===== src/rtl/rrs_pkg.sv =====
package rrs_pkg;
   typedef enum logic {
      LVL_L1 = 1'b0,
      LVL_L2 = 1'b1
   } cache_level_e;
endpackage


===== src/rtl/rrs_age_bank.sv =====
module rrs_age_bank #(
   parameter int WAYS  = 16,
   parameter int SETS  = 4,
   localparam int WAY_W = $clog2(WAYS),
   localparam int SET_W = (SETS > 1) ? $clog2(SETS) : 1,
   localparam int AGE_W = $clog2(WAYS)
) (
   input  logic                        clk,
   input  logic                        rst_n,
   input  logic                        touch_en,
   input  logic [SET_W-1:0]            touch_set,
   input  logic [WAY_W-1:0]            touch_way,
   input  logic [SET_W-1:0]            q_set,
   output logic [WAYS-1:0][AGE_W-1:0]  q_ages
);
   localparam logic [AGE_W-1:0] AGE_MAX = AGE_W'(WAYS - 1);

   logic [WAYS-1:0][AGE_W-1:0] age_q [SETS];

   always_ff @(posedge clk) begin
      if (!rst_n) begin
         for (int s = 0; s < SETS; s++) age_q[s] <= '0;
      end else if (touch_en) begin
         for (int w = 0; w < WAYS; w++) begin
            if (WAY_W'(w) == touch_way)
               age_q[touch_set][w] <= '0;
            else if (age_q[touch_set][w] != AGE_MAX)
               age_q[touch_set][w] <= age_q[touch_set][w] + 1'b1;
         end
      end
   end

   assign q_ages = age_q[q_set];

   // touched way is youngest on the following cycle
   a_r5_touch_youngest: assert property (@(posedge clk) disable iff (!rst_n)
      touch_en |=> age_q[$past(touch_set)][$past(touch_way)] == '0);
endmodule


===== src/rtl/rrs_oldest.sv =====
module rrs_oldest #(
   parameter int WAYS  = 16,
   localparam int WAY_W = $clog2(WAYS),
   localparam int AGE_W = $clog2(WAYS)
) (
   input  logic                        clk,
   input  logic                        rst_n,
   input  logic [WAYS-1:0]             cand,
   input  logic [WAYS-1:0][AGE_W-1:0]  ages,
   output logic                        found,
   output logic [WAY_W-1:0]            idx
);
   logic [AGE_W-1:0] best;

   always_comb begin
      found = 1'b0;
      idx   = '0;
      best  = '0;
      for (int w = 0; w < WAYS; w++) begin
         if (cand[w] && (!found || ages[w] > best)) begin
            found = 1'b1;
            idx   = WAY_W'(w);
            best  = ages[w];
         end
      end
   end

   // a reported pick is always one of the candidates
   a_r4_pick_in_class: assert property (@(posedge clk) disable iff (!rst_n)
      found |-> cand[idx]);
endmodule


===== src/rtl/rrs_victim_sel.sv =====
module rrs_victim_sel #(
   parameter int                   WAYS  = 16,
   parameter int                   SETS  = 4,
   parameter rrs_pkg::cache_level_e LEVEL = rrs_pkg::LVL_L2,
   localparam int WAY_W = $clog2(WAYS),
   localparam int SET_W = (SETS > 1) ? $clog2(SETS) : 1,
   localparam int AGE_W = $clog2(WAYS)
) (
   input  logic              clk,
   input  logic              rst_n,
   input  logic              plain_lru,
   input  logic              touch_en,
   input  logic [SET_W-1:0]  touch_set,
   input  logic [WAY_W-1:0]  touch_way,
   input  logic [SET_W-1:0]  q_set,
   input  logic [WAYS-1:0]   line_valid,
   input  logic [WAYS-1:0]   line_reg,
   input  logic              evict_go,
   output logic [WAY_W-1:0]  victim_way,
   output logic              victim_reg,
   output logic              act_valid,
   output logic [WAY_W-1:0]  act_way,
   output logic              act_flush,
   output logic              act_recall
);
   if (WAYS < 2 || (1 << WAY_W) != WAYS) begin : g_bad_ways
      $error("WAYS must be a power of two of at least 2");
   end
   if (SETS < 1) begin : g_bad_sets
      $error("SETS must be at least 1");
   end

   logic [WAYS-1:0][AGE_W-1:0] ages;
   logic [WAYS-1:0]            free_mask;
   logic                       all_found, free_found, inv_found;
   logic [WAY_W-1:0]           all_idx, free_idx, inv_idx;

   rrs_age_bank #(.WAYS(WAYS), .SETS(SETS)) u_ages (
      .clk(clk), .rst_n(rst_n), .touch_en(touch_en), .touch_set(touch_set),
      .touch_way(touch_way), .q_set(q_set), .q_ages(ages));

   assign free_mask = line_valid & ~line_reg;

   rrs_oldest #(.WAYS(WAYS)) u_old_all (
      .clk(clk), .rst_n(rst_n), .cand(line_valid), .ages(ages),
      .found(all_found), .idx(all_idx));

   rrs_oldest #(.WAYS(WAYS)) u_old_free (
      .clk(clk), .rst_n(rst_n), .cand(free_mask), .ages(ages),
      .found(free_found), .idx(free_idx));

   always_comb begin
      inv_found = 1'b0;
      inv_idx   = '0;
      for (int w = WAYS - 1; w >= 0; w--) begin
         if (!line_valid[w]) begin
            inv_found = 1'b1;
            inv_idx   = WAY_W'(w);
         end
      end
   end

   always_comb begin
      if (inv_found)                  victim_way = inv_idx;
      else if (!plain_lru && free_found) victim_way = free_idx;
      else                            victim_way = all_idx;
      victim_reg = !inv_found && line_reg[victim_way];
   end

   logic act_reg_q;

   always_ff @(posedge clk) begin
      if (!rst_n) begin
         act_valid <= 1'b0;
         act_way   <= '0;
         act_reg_q <= 1'b0;
      end else begin
         act_valid <= evict_go;
         act_way   <= evict_go ? victim_way : act_way;
         act_reg_q <= evict_go && victim_reg;
      end
   end

   assign act_flush = act_reg_q;

   if (LEVEL == rrs_pkg::LVL_L2) begin : g_l2_recall
      assign act_recall = act_reg_q;
      // a recall never comes without the flush
      a_r9_recall_needs_flush: assert property (@(posedge clk) disable iff (!rst_n)
         act_recall |-> act_flush && act_valid);
   end else begin : g_l1_no_recall
      assign act_recall = 1'b0;
   end

   a_r2_invalid_first: assert property (@(posedge clk) disable iff (!rst_n)
      (|(~line_valid)) |-> !line_valid[victim_way] && !victim_reg);

   a_r3_free_preferred: assert property (@(posedge clk) disable iff (!rst_n)
      (!plain_lru && (&line_valid) && (|(~line_reg))) |-> !line_reg[victim_way]);

   a_r7_all_reg_flagged: assert property (@(posedge clk) disable iff (!rst_n)
      ((&line_valid) && (&line_reg)) |-> victim_reg);

   a_r8_action_follows: assert property (@(posedge clk) disable iff (!rst_n)
      evict_go |=> act_valid && act_way == $past(victim_way)
                   && act_flush == $past(victim_reg));

   a_r11_no_spurious_action: assert property (@(posedge clk) disable iff (!rst_n)
      !evict_go |=> !act_valid);
endmodule


===== config.mk =====
export PLATFORM = sky130hd
export DESIGN_NAME = rrs_victim_sel
export DESIGN_NICKNAME = d
export VERILOG_FILES = /design/src/rtl/rrs_pkg.sv /design/src/rtl/rrs_age_bank.sv /design/src/rtl/rrs_oldest.sv /design/src/rtl/rrs_victim_sel.sv
export SDC_FILE = /design/constraint.sdc
export NUM_CORES = 1
export LEC_CHECK = 0
export BUFFER_PORTS_ARGS = -buffer_cell sky130_fd_sc_hd__clkbuf_2
export CORE_MARGIN = 4
export CORE_UTILIZATION = 35
export DETAILED_ROUTE_END_ITERATION = 8
export PLACE_DENSITY = 0.54
export SYNTH_ARGS = -nofsm -noshare
export SYNTH_HDL_FRONTEND = slang
export SYNTH_SLANG_ARGS = --single-unit

===== constraint.sdc =====
create_clock -name clk -period 33.7 [get_ports clk]
set_clock_uncertainty 0.2 [all_clocks]
set_input_delay 1.685 -clock clk [delete_from_list [all_inputs] [get_ports clk]]
set_output_delay 1.685 -clock clk [all_outputs]
set_load 0.1 [all_outputs]

## Word-level counts from Yosys, hierarchy flattened

Memories as Yosys holds them, arrays and structs flattened.
Index checks and enable logic that the tools add are counted.

- $add $sub $neg: 16
- $mul: 0
- Div/mod/pow operators: 0
- Order comparisons: 31
- Equality and inequality tests: 31
- Shift-type cells: 0
- Multiplexer cells: 291
- Bitwise operators: 18
- Reduce and logical (&&, ||, !) cells: 97

Operators with widths:

| cell | number |
|---|---|
| $mux W4 | 80 |
| $mux W1 | 195 |
| $gt A4 B4 Y1 | 30 |
| $add A4 B1 Y4 const B | 16 |
| $mux W64 | 1 |
| $ne A4 B4 Y1 const B | 16 |
| $reduce_or A64 Y1 | 1 |
| $logic_and A1 B1 Y1 | 33 |
| $eq A4 B4 Y1 const A | 8 |
| $logic_not A1 Y1 | 32 |
| $logic_or A1 B1 Y1 | 30 |
| $mux W3 | 8 |
| $and A16 B16 Y16 | 1 |
| $eq A3 B4 Y1 const A | 4 |
| $mux W16 | 1 |
| $not A16 Y16 | 1 |
| $or A1 B1 Y1 | 16 |
| $mux W2 | 5 |
| $eq A2 B4 Y1 const A | 2 |
| $lt A4 B5 Y1 const B | 1 |
| $bmux W1 S4 | 1 |
| $eq A1 B4 Y1 const A | 1 |
| $logic_not A4 Y1 | 1 |

- Bits in registers: 6
- Bits in latches: 0
- RAM bits: 256
- ROM bits: 0
- Input bits: 45
- Output and inout bits: 12
- Word-level logic and storage cells: 488
- Memories kept: 1

Memory list:

| memory | depth | width | rd ports | clocked after Yosys merged registers in | wr ports | RTL line | text |
|---|---|---|---|---|---|---|---|
| u_ages.age_q | 4 | 64 | 2 | 0 | 4 | rrs_age_bank.sv:18 | `logic [WAYS-1:0][AGE_W-1:0] age_q [SETS];` |

## Depth between registers and ports, before layout

Gate-level depths: netlist (run 1).

- Depth in word-level cells: 70
- Gate-level depth with buffers: 124

## By module

From an unflattened synthesis (run 1), not the netlist that was laid out.

- Cell total of the unflattened synthesis: 2149
- Area total of the unflattened synthesis: 21659.5 µm²

Modules (own cells, without submodules):

| module | instances | cells each | area each (µm²) | sequential area each (µm²) |
|---|---|---|---|---|
| rrs_age_bank | 1 | 1062 | 14088.5 | 7687.4 |
| rrs_oldest | 2 | 491 | 3394.5 | 0.0 |
| rrs_victim_sel | 1 | 105 | 782.0 | 120.1 |

## Worst setup path after synthesis (run 1)

Ideal clock, no wire load.

- Path kind: input -> output
- From: input port q_set[0]
- To: output port victim_reg
- Arrival: 26.165 ns
- Data required time: 31.815 ns
- Setup slack: 5.650 ns
- Stages: 116
- Path buffers: 8
- Path through: buf_4 -> buf_4 -> mux4_2 -> nand2_1 -> nor2_1 -> inv_1 -> ha_1 -> a211oi_1 -> a21o_1 -> clkbuf_1 -> a21o_1 -> inv_1 -> ha_1 -> nor2b_1 -> o31ai_1 -> a211oi_1 -> a211oi_1 -> or2_2 -> [80 not listed] -> nor2b_1 -> o211ai_1 -> a211o_1 -> o21ai_0 -> or2_2 -> o22ai_1 -> a21o_1 -> ha_1 -> a41oi_1 -> o211ai_1 -> and3_1 -> nand2_1 -> o32ai_1 -> a21boi_0 -> inv_1 -> a211o_1 -> o22a_1 -> nand3_1

- Longest elaborated chain between the ends: 68
- Elaborated cells on any way between the ends: 214
- Those cells by class: order compare (30); mux (93); reduce/logical (90); memory (1)

RTL lines:

| item | RTL line | text |
|---|---|---|
| from (decl) | rrs_victim_sel.sv:15 | `input logic [SET_W-1:0] q_set,` |
| $mem_v2 Z4 W64 (*) | - |  |
| $mux W4 | rrs_oldest.sv:20 | `if (cand[w] && (!found \|\| ages[w] > best)) begin` |
| $gt A4 B4 Y1 | rrs_oldest.sv:20 |  |
| $logic_or A1 B1 Y1 | rrs_oldest.sv:20 |  |
| $logic_and A1 B1 Y1 | rrs_oldest.sv:20 |  |
| $mux W4 or $mux W1 (tied branches) | rrs_oldest.sv:20 |  |
| $gt A4 B4 Y1 or $logic_not A1 Y1 (tied branches) | rrs_oldest.sv:20 |  |
| $logic_or A1 B1 Y1 | rrs_oldest.sv:20 |  |
| [53 not listed] | - |  |
| $mux W1 | rrs_oldest.sv:20 |  |
| $logic_and A1 B1 Y1 | rrs_victim_sel.sv:65 | `else if (!plain_lru && free_found) victim_way = free_idx;` |
| $mux W4 (*) | rrs_victim_sel.sv:65 |  |
| $mux W4 (*) | rrs_victim_sel.sv:64 | `if (inv_found) victim_way = inv_idx;` |
| named net victim_way[3] | rrs_victim_sel.sv:19 | `output logic [WAY_W-1:0] victim_way,` |
| $bmux W1 S4 (*) | rrs_victim_sel.sv:67 | `victim_reg = !inv_found && line_reg[victim_way];` |
| $mux W1 (not written as such) (*) | rrs_victim_sel.sv:67 |  |
| $logic_and A1 B1 Y1 (*) | rrs_victim_sel.sv:67 |  |
| to (decl) | rrs_victim_sel.sv:20 | `output logic victim_reg,` |

Mark *: on every way through the listed nets, which the timed path passes. The rest lies on a longest branch. The select of a mux whose other input is x is not followed.

## Worst setup path in the final report (run 1)

- From: input port q_set[0]
- To: output port victim_reg

- Longest elaborated chain between the ends: 68
- Elaborated cells on any way between the ends: 214
- Those cells by class: order compare (30); mux (93); reduce/logical (90); memory (1)

RTL lines:

| item | RTL line |
|---|---|
| $mem_v2 Z4 W64 (*) | - |
| $mux W4 | rrs_oldest.sv:20 |
| $gt A4 B4 Y1 | rrs_oldest.sv:20 |
| $logic_or A1 B1 Y1 | rrs_oldest.sv:20 |
| $logic_and A1 B1 Y1 | rrs_oldest.sv:20 |
| $mux W4 or $mux W1 (tied branches) | rrs_oldest.sv:20 |
| $gt A4 B4 Y1 or $logic_not A1 Y1 (tied branches) | rrs_oldest.sv:20 |
| $logic_or A1 B1 Y1 | rrs_oldest.sv:20 |
| [52 not listed] | - |
| $logic_and A1 B1 Y1 | rrs_oldest.sv:20 |
| $mux W1 | rrs_oldest.sv:20 |
| $logic_and A1 B1 Y1 | rrs_victim_sel.sv:65 |
| $mux W4 (*) | rrs_victim_sel.sv:65 |
| $mux W4 (*) | rrs_victim_sel.sv:64 |
| $bmux W1 S4 (*) | rrs_victim_sel.sv:67 |
| $mux W1 (not written as such) (*) | rrs_victim_sel.sv:67 |
| $logic_and A1 B1 Y1 (*) | rrs_victim_sel.sv:67 |

Mark *: on every way between the ends. The rest lies on a longest branch, timed or not. The select of a mux whose other input is x is not followed.

==> results_dict.tcl, run 1 <==
set metrics [dict create \
    wl_per_cell_um 21.2 \
    drt_iter0_markers 1259 \
    cts-resized-gates 0 \
    clock_sinks 262 \
    root_buffer "clkbuf_16" \
    routed_via_density 5.69 \
    maxCapViolCount 0 \
    placed_area_um2 20600 \
    tightest_slew_ns 1.10 \
    fin_tns_setup_ns 0 \
    worstPathArrival_ns 29.64 \
    syn_area_per_cell_um2 10.3 \
    cp.required_ns 31.81 \
    r2r-start "u_ages.age_q[3][3]" \
    grt_max_degree 49 \
    yosysMostFrequentCell "nand2_1" \
    core-area_um2 55200 \
    crit_path_end_kind "output port" \
    min-delay-start "act_way[1]" \
    fin_nets 2094 \
    grt_setup_unrepaired "false" \
    yosys.area.top_type "edfxtp_1" \
    netlist_instances 1889 \
    syn2layout_area_growth_pct 9.54 \
    multi_input_area_um2 11000 \
    cts.clk_slew.worst_paths_ns 0.07 \
    ios 57 \
    total_power_w 0.00146 \
    synth_area_um2 19500 \
    slew_headroom 0.266 \
    dp_slack_ns 2.68 \
    cts.path.max_buffers 3 \
    dieHeight_um 244 \
    yosysWarnings 0 \
    path_common_cell "a21oi_1" \
    peakVddDrop_uv 43.8 \
    power_density_nw_per_um2 68.1 \
    vias 15300 \
    holdWs_ns 0.293 \
    synthArstFlopShare 0 \
    min_path_type "reg -> reg" \
    die_area_um2 59700 \
    max_freq_mhz 31.7 \
    final_hold_viol_count 0 \
    numCtsBuffers 29 \
    synthFlopType "edfxtp_1" \
    synthTopCellsByArea "edfxtp_1, mux4_2, ha_1" \
    ctsHoldBuffers 0 \
    cp_slowest_cell "a211oi_1" \
    outcome "finished clean" \
    post_cts_buffers 0 \
    path_max_fanout 48 \
    netlist.area_leader.share 0.393 \
    drive_gt1_frac 0.144 \
    setup_ws_ns 2.17 \
    worstSetupPathType "in -> out" \
    grt_pass1_wl_um 88800 \
    first_pass_iters 5 \
    ys_ff_latch 262 \
    syn-num-nets 2070 \
    port_buffers 56 \
    synth_edf_count 256 \
    n_antenna_cell 0 \
    fillers 5376 \
    drc_errors 0 \
    initial_core_util 0.354 \
    finalCritPeriodShare 0.935 \
    power_leakage_nw 8.54 \
    max_stage_delay_ns 0.84 \
    synthDistinctLibCells 71 \
    maxSlewViolCount 0 \
    clk_latency_ns 0.56 \
    htree_levels 1 \
    min_period_ns 31.53 \
    cts_tree "yes" \
    worstSetupStartpoint "q_set[0]" \
    grt_use_total 0.188 \
    dp_hpwl_um 43100 \
    gp_congestion 0.881 \
    yosysSeqAreaShare 0.399 \
    seq_area_um2 7810 \
    routed_wl_um 56900 \
    setup_viol 0 \
    grt_pass1_vias 15500 \
    critPathLaunchType "input pin" \
    ant_nets 0 \
    fin_area_um2 21400 \
    gr-total-overflow 0 \
    die_x_um 244 \
    synth_commonest_cells "nand2_1, edfxtp_1, nor2_1, ha_1, mux4_2" \
    rows 86 \
    antenna_found_initial 2 \
]
## final cells by class
class	count	share of cell area
clock inverter	16	0.00462
timing repair buffer	67	0.0173
multi-input combinational	1426	0.513
inverter	127	0.0223
sequential	262	0.365
tap	748	0.0437
clock buffer	35	0.0349
## layout by cell type (no fill, tap or decap), types with 28 or more instances in the layout
cell type	count
a21oi_1	89
clkbuf_16	29
clkbuf_2	51
edfxtp_1	256
ha_1	136
inv_1	125
mux4_2	126
nand2_1	259
nand2b_1	40
nand4_1	28
nor2_1	252
nor2b_1	45
o211ai_1	39
o21ai_0	66
## registers in the layout, indices dropped and copies added, names as in the netlist
signal	count
u_ages.age_q	256
act_way	4
act_flush	1
act_valid	1
## power breakdown
part / switching [W] / total [W] / internal (W)
Sequential: 0.00000930 / 0.000387 / 0.000378
Combinational: 0.000453 / 0.000777 / 0.000324
Clock: 0.000131 / 0.000295 / 0.000164
Total: 0.000593 / 0.00146 / 0.000865
## kinds of logic after synthesis
logic type / after synthesis / synth area share
XOR/XNOR: 32 / 0.0143
flip-flops: 262 / 0.399
AO/OA/AOI/OAI: 347 / 0.117
adder cells (fa/ha/maj): 136 / 0.0871
buffers and inverters: 201 / 0.0405
AND/OR/NAND/NOR: 741 / 0.173
multiplexers: 170 / 0.169
## through the flow
step / utilization / cells
after floorplan: - / 1889
after global placement: 0.373 / 2630
after detailed placement: 0.373 / 2630
after CTS: 0.388 / 2681
after global routing: 0.388 / 2681
final: 0.388 / 2681
## path summary, 6_finish.rpt
| kind | end | slack, ns | cells past startpoint |
|---|---|---|---|
| max reg2reg | act_flush | 6.79 | 110 |
| max | victim_reg | 2.17 | 113 |
| min | act_way[1] | 0.29 | 1 |
| min reg2reg | act_way[1] | 0.29 | 1 |
## routing by layer
layer | track usage | up-vias | part of all wire
li1 | - | 7085 | -
met1 | 0.255 | 7499 | 0.43
met2 | 0.308 | 567 | 0.46
met3 | 0.0341 | 103 | 0.072
met4 | 0.0608 | 4 | 0.030
met5 | 0 | - | 0.00044
## worst max-delay path, delay by kind of cell
family | cells | cell delay (ns)
simple gates | 26 | 4.79
mux | 7 | 2.65
buf+inv | 10 | 2.42
compound gates | 55 | 13.71
fa+ha+maj | 15 | 4.31
(Power assumes the default switching activity.)
==> inputs of run 2 (changes only) <==
- REMOVE_ABC_BUFFERS: unset -> 1
==> results_dict.tcl, run 2 (synthesis results as in run 1) <==
set metrics [dict create \
    max_stage_delay_ns 0.88 \
    worstSetupPathType "in -> out" \
    finalCritPeriodShare 0.931 \
    grt_use_total 0.197 \
    cts.path.max_buffers 3 \
    grt_setup_unrepaired "false" \
    top_regs "u_ages.age_q: 256 flops, act_way: 4 flops" \
    worstPathArrival_ns 29.49 \
    min_path_type "reg -> reg" \
    syn2layout_area_growth_pct 10.4 \
    gr-total-overflow 0 \
    post_cts_buffers 0 \
    drt_iter0_markers 1307 \
    ant_nets 0 \
    dieHeight_um 244 \
    clock_sinks 262 \
    maxCapViolCount 0 \
    multi_input_area_um2 11000 \
    power_density_nw_per_um2 69.6 \
    hold_depth 2 \
    cp.required_ns 31.81 \
    r2r-start "u_ages.age_q[0][0]" \
    min_period_ns 31.38 \
    numCtsBuffers 31 \
    layout_common_cells "nand2_1, edfxtp_1, nor2_1, ha_1, mux4_2" \
    total_power_w 0.00150 \
    peakVddDrop_uv 46.2 \
    setup_ws_ns 2.32 \
    dp_hpwl_um 45800 \
    first_pass_iters 5 \
    setup_viol 0 \
    path_common_cell "a21oi_1" \
    drc_errors 0 \
    max_freq_mhz 31.9 \
    fin_tns_setup_ns 0 \
    cts.clk_slew.worst_paths_ns 0.06 \
    die_area_um2 59700 \
    fillers 5383 \
    r2r_cells 111 \
    path_max_fanout 42 \
    fin_area_um2 21600 \
    ios 57 \
    placed_area_um2 20600 \
    gp_congestion 0.917 \
    initial_core_util 0.354 \
    min-delay-start "act_way[2]" \
    routed_via_density 5.71 \
    htree_levels 1 \
    ctsHoldBuffers 0 \
    slew_headroom 0.196 \
    top_register "u_ages.age_q" \
    maxSlewViolCount 0 \
    routed_wl_um 60100 \
    grt_max_degree 49 \
    drive_gt1_frac 0.148 \
    seq_area_um2 7810 \
    cts-resized-gates 0 \
    power_leakage_nw 8.62 \
    fin_nets 2096 \
    r2r_slack_ns 6.32 \
    crit_path_end_kind "output port" \
    wl_per_cell_um 22.4 \
    clk_latency_ns 0.59 \
    dp_slack_ns 2.92 \
    antenna_found_initial 5 \
    final_common_cell "nand2_1" \
    min_to "act_way[2]" \
    largest_reg_flops 256 \
    grt_pass1_wl_um 91400 \
    vias 15400 \
    outcome "finished clean" \
    core-area_um2 55200 \
    worstReg2RegEnd "act_flush" \
    tightest_slew_ns 1.20 \
    post-route-util 0.391 \
    cts_tree "yes" \
    grt_pass1_vias 15400 \
    final_hold_viol_count 0 \
    critPathLaunchType "input pin" \
    die_x_um 244 \
    rows 86 \
    port_buffers 56 \
    cp_slowest_cell "a211oi_1" \
    root_buffer "clkbuf_16" \
]
[run 2: critical path, delay by kind of cell]
kind | cells | cell delay [ns]
adder cells (fa/ha/maj) | 15 | 4.27
buffers and inverters | 8 | 1.71
AND/OR/NAND/NOR | 24 | 4.09
AO/OA/AOI/OAI | 60 | 15.08
multiplexers | 6 | 2.52
[run 2: stage by stage]
step                      hold WS [ns]  cells
after floorplan                  0.689   1815
after global placement           0.304   2630
after detailed placement         0.313   2630
after CTS                        0.329   2688
after global routing             0.352   2688
final                            0.322   2690
[run 2: worst max-delay path by stage]
stage,start,end,slack (ns)
6_report,q_set[0],victim_reg,2.32
5_1_grt,q_set[0],victim_reg,0.49
4_1_cts,q_set[0],victim_reg,2.78
3_5_place_dp,q_set[0],victim_reg,2.92
3_3_place_gp,q_set[0],victim_reg,2.87
2_1_floorplan,q_set[0],victim_reg,6.60
[run 2: layer usage]
| metal | vias to the layer above | track usage | part of all wire | wire, µm |
|---|---|---|---|---|
| met1 | 7683 | 0.259 | 0.42 | 25400 |
| li1 | 7092 | - | - | - |
| met3 | 102 | 0.0303 | 0.059 | 3570 |
| met2 | 478 | 0.340 | 0.49 | 29400 |
| met5 | - | 0 | 0.00052 | 31 |
| met4 | 4 | 0.0528 | 0.029 | 1770 |
[run 2: final cells by class]
cell class | count | area share
diodes | 2 | 0.000232
clock buffers | 37 | 0.0370
clock inverters | 21 | 0.00985
inverters | 127 | 0.0221
multi-input cells | 1426 | 0.508
flip-flops and latches | 262 | 0.362
well taps | 748 | 0.0434
repair buffers | 67 | 0.0174
[run 2: report_power, final]
group / switching, W / total (W) / internal (W)
clock: 0.000138 / 0.000337 / 0.000199
sequential: 0.00000902 / 0.000387 / 0.000378
combinational: 0.000456 / 0.000779 / 0.000323
total: 0.000602 / 0.00150 / 0.000900
==> inputs of run 3 (changes only) <==
- SYNTH_HIERARCHICAL: unset -> 1
==> results_dict.tcl, run 3 <==
set metrics [dict create \
    grt_max_degree 64 \
    final_hold_viol_count 0 \
    ant_nets 0 \
    grt_pass1_vias 17800 \
    synth_area_um2 21700 \
    drc_errors 0 \
    fin_area_um2 23600 \
    fin_tns_setup_ns 0 \
    drive_gt1_frac 0.155 \
    routed_via_density 6.10 \
    routed_wl_um 67400 \
    crit_path_end_kind "output port" \
    critPathBufInv 9 \
    top_regs "u_ages/age_q: 256 flops, act_way: 4 flops" \
    cp_top_family "compound AO/OA/AOI/OAI gates" \
    wl_per_cell_um 22.5 \
    outcome "finished clean" \
    tightest_slew_ns 0.990 \
    root_buffer "clkbuf_16" \
    initial_core_util 0.356 \
    power_density_nw_per_um2 84.9 \
    cts.path.max_buffers 3 \
    worstPathArrival_ns 29.69 \
    post-route-util 0.388 \
    gp_congestion 0.907 \
    first_pass_iters 6 \
    max_stage_delay_ns 0.61 \
    setup_viol 0 \
    clock_sinks 262 \
    netlist_instances 2148 \
    die_x_um 257 \
    dieHeight_um 257 \
    port_buffers 56 \
    htree_levels 1 \
    vias 18200 \
    cp.required_ns 31.81 \
    final_common_cell "nand2_1" \
    place_inst 2938 \
    top_register "u_ages/age_q" \
    r2r_slack_ns 6.18 \
    core-area_um2 60800 \
    grt_use_total 0.197 \
    fillers 5986 \
    cp_slowest_cell "o31ai_1" \
    min_period_ns 31.57 \
    slew_headroom 0.334 \
    finalCritPeriodShare 0.937 \
    largest_reg_flops 256 \
    dp_hpwl_um 52300 \
    path_common_cell "ha_1" \
    fin_nets 2351 \
    maxSlewViolCount 0 \
    gr-total-overflow 0 \
    max_freq_mhz 31.7 \
    cts.clk_slew.worst_paths_ns 0.06 \
    ios 57 \
    critPathLaunchType "input pin" \
    syn2layout_area_growth_pct 9.05 \
    cts_tree "yes" \
    use_met1 0.275 \
    worstSetupPathType "in -> out" \
    layout_common_cells "nand2_1, edfxtp_1, nor2_1, inv_1, mux4_2" \
    syn_area_per_cell_um2 10.1 \
    power_leakage_nw 9.05 \
    antenna_found_initial 2 \
    path_max_fanout 33 \
    yosysWarnings 6 \
    drt_iter0_markers 1785 \
    use_met3 0.0252 \
    min_path_type "reg -> reg" \
    peakVddDrop_uv 70.2 \
    seq_area_um2 7810 \
    grt.met2_usage 0.318 \
    maxCapViolCount 0 \
    grt_pass1_wl_um 103000 \
    final_cells 2989 \
    placed_area_um2 22700 \
    clk_latency_ns 0.55 \
    rows 90 \
    die_area_um2 65900 \
    grt_setup_unrepaired "false" \
    multi_input_area_um2 12900 \
    top_usage_layer "met2" \
    numCtsBuffers 28 \
]
-- run 3: metrics by stage --
stage / total power (W) / hold WS, ns / setup WS, ns
4_1_cts: 0.00199 / 0.288 / 2.50
3_5_place_dp: 0.00168 / 0.273 / 2.59
3_3_place_gp: 0.00166 / 0.269 / 2.94
6_report: 0.00200 / 0.285 / 2.13
5_1_grt: 0.00217 / 0.322 / 0.0738
2_1_floorplan: 0.00138 / 0.687 / 4.91
-- run 3: layout make-up --
type / count / share of cell area
Timing Repair Buffer: 72 / 0.0174
Multi-Input combinational cell: 1658 / 0.547
Tap cell: 782 / 0.0414
Clock inverter: 13 / 0.00450
Sequential cell: 262 / 0.331
Inverter: 164 / 0.0261
Clock buffer: 37 / 0.0324
Antenna cell: 1 / 0.000106
-- run 3: report_power, final --
part	total, W	internal, W	switching (W)	leakage, nW
clock	0.000294	0.000168	0.000126	0.424
combinational	0.00133	0.000537	0.000788	5.91
sequential	0.000386	0.000377	0.00000895	2.72
total	0.00200	0.00108	0.000923	9.05
-- run 3: path summary, 6_finish.rpt --
| check | end | cells past startpoint | startpoint |
|---|---|---|---|
| worst max-delay path | victim_reg | 123 | q_set[1] |
| worst min-delay path | act_way[0] | 1 | act_way[0] |
| worst max register to register | act_flush | 120 | u_ages/age_q[3][3] |
| worst min register to register | act_way[0] | 1 | act_way[0] |
-- run 3: worst reg2reg max path, delay by kind of cell, from the launching register on --
family                     cells  cell delay (ns)
DFF                            1             0.45
adders and majority gates     16             4.95
and+or+nand+nor               31             5.86
AOI/OAI and AO/OA             67            14.91
muxes                          1             0.56
buffers and inverters          5             0.53
-- run 3: per-layer routing --
layer | share of wire | up-vias
met3 | 0.070 | 105
li1 | - | 8401
met2 | 0.46 | 687
met4 | 0.034 | 0
met5 | 0 | -
met1 | 0.44 | 9035
-- run 3: what timing repair did --
item                       in CTS  in global routing
hold buffers                    0                  0
hold endpoints to repair        0                  0
setup endpoints to repair       0                  1
setup buffers                   0                  0
resized for setup               0                  1
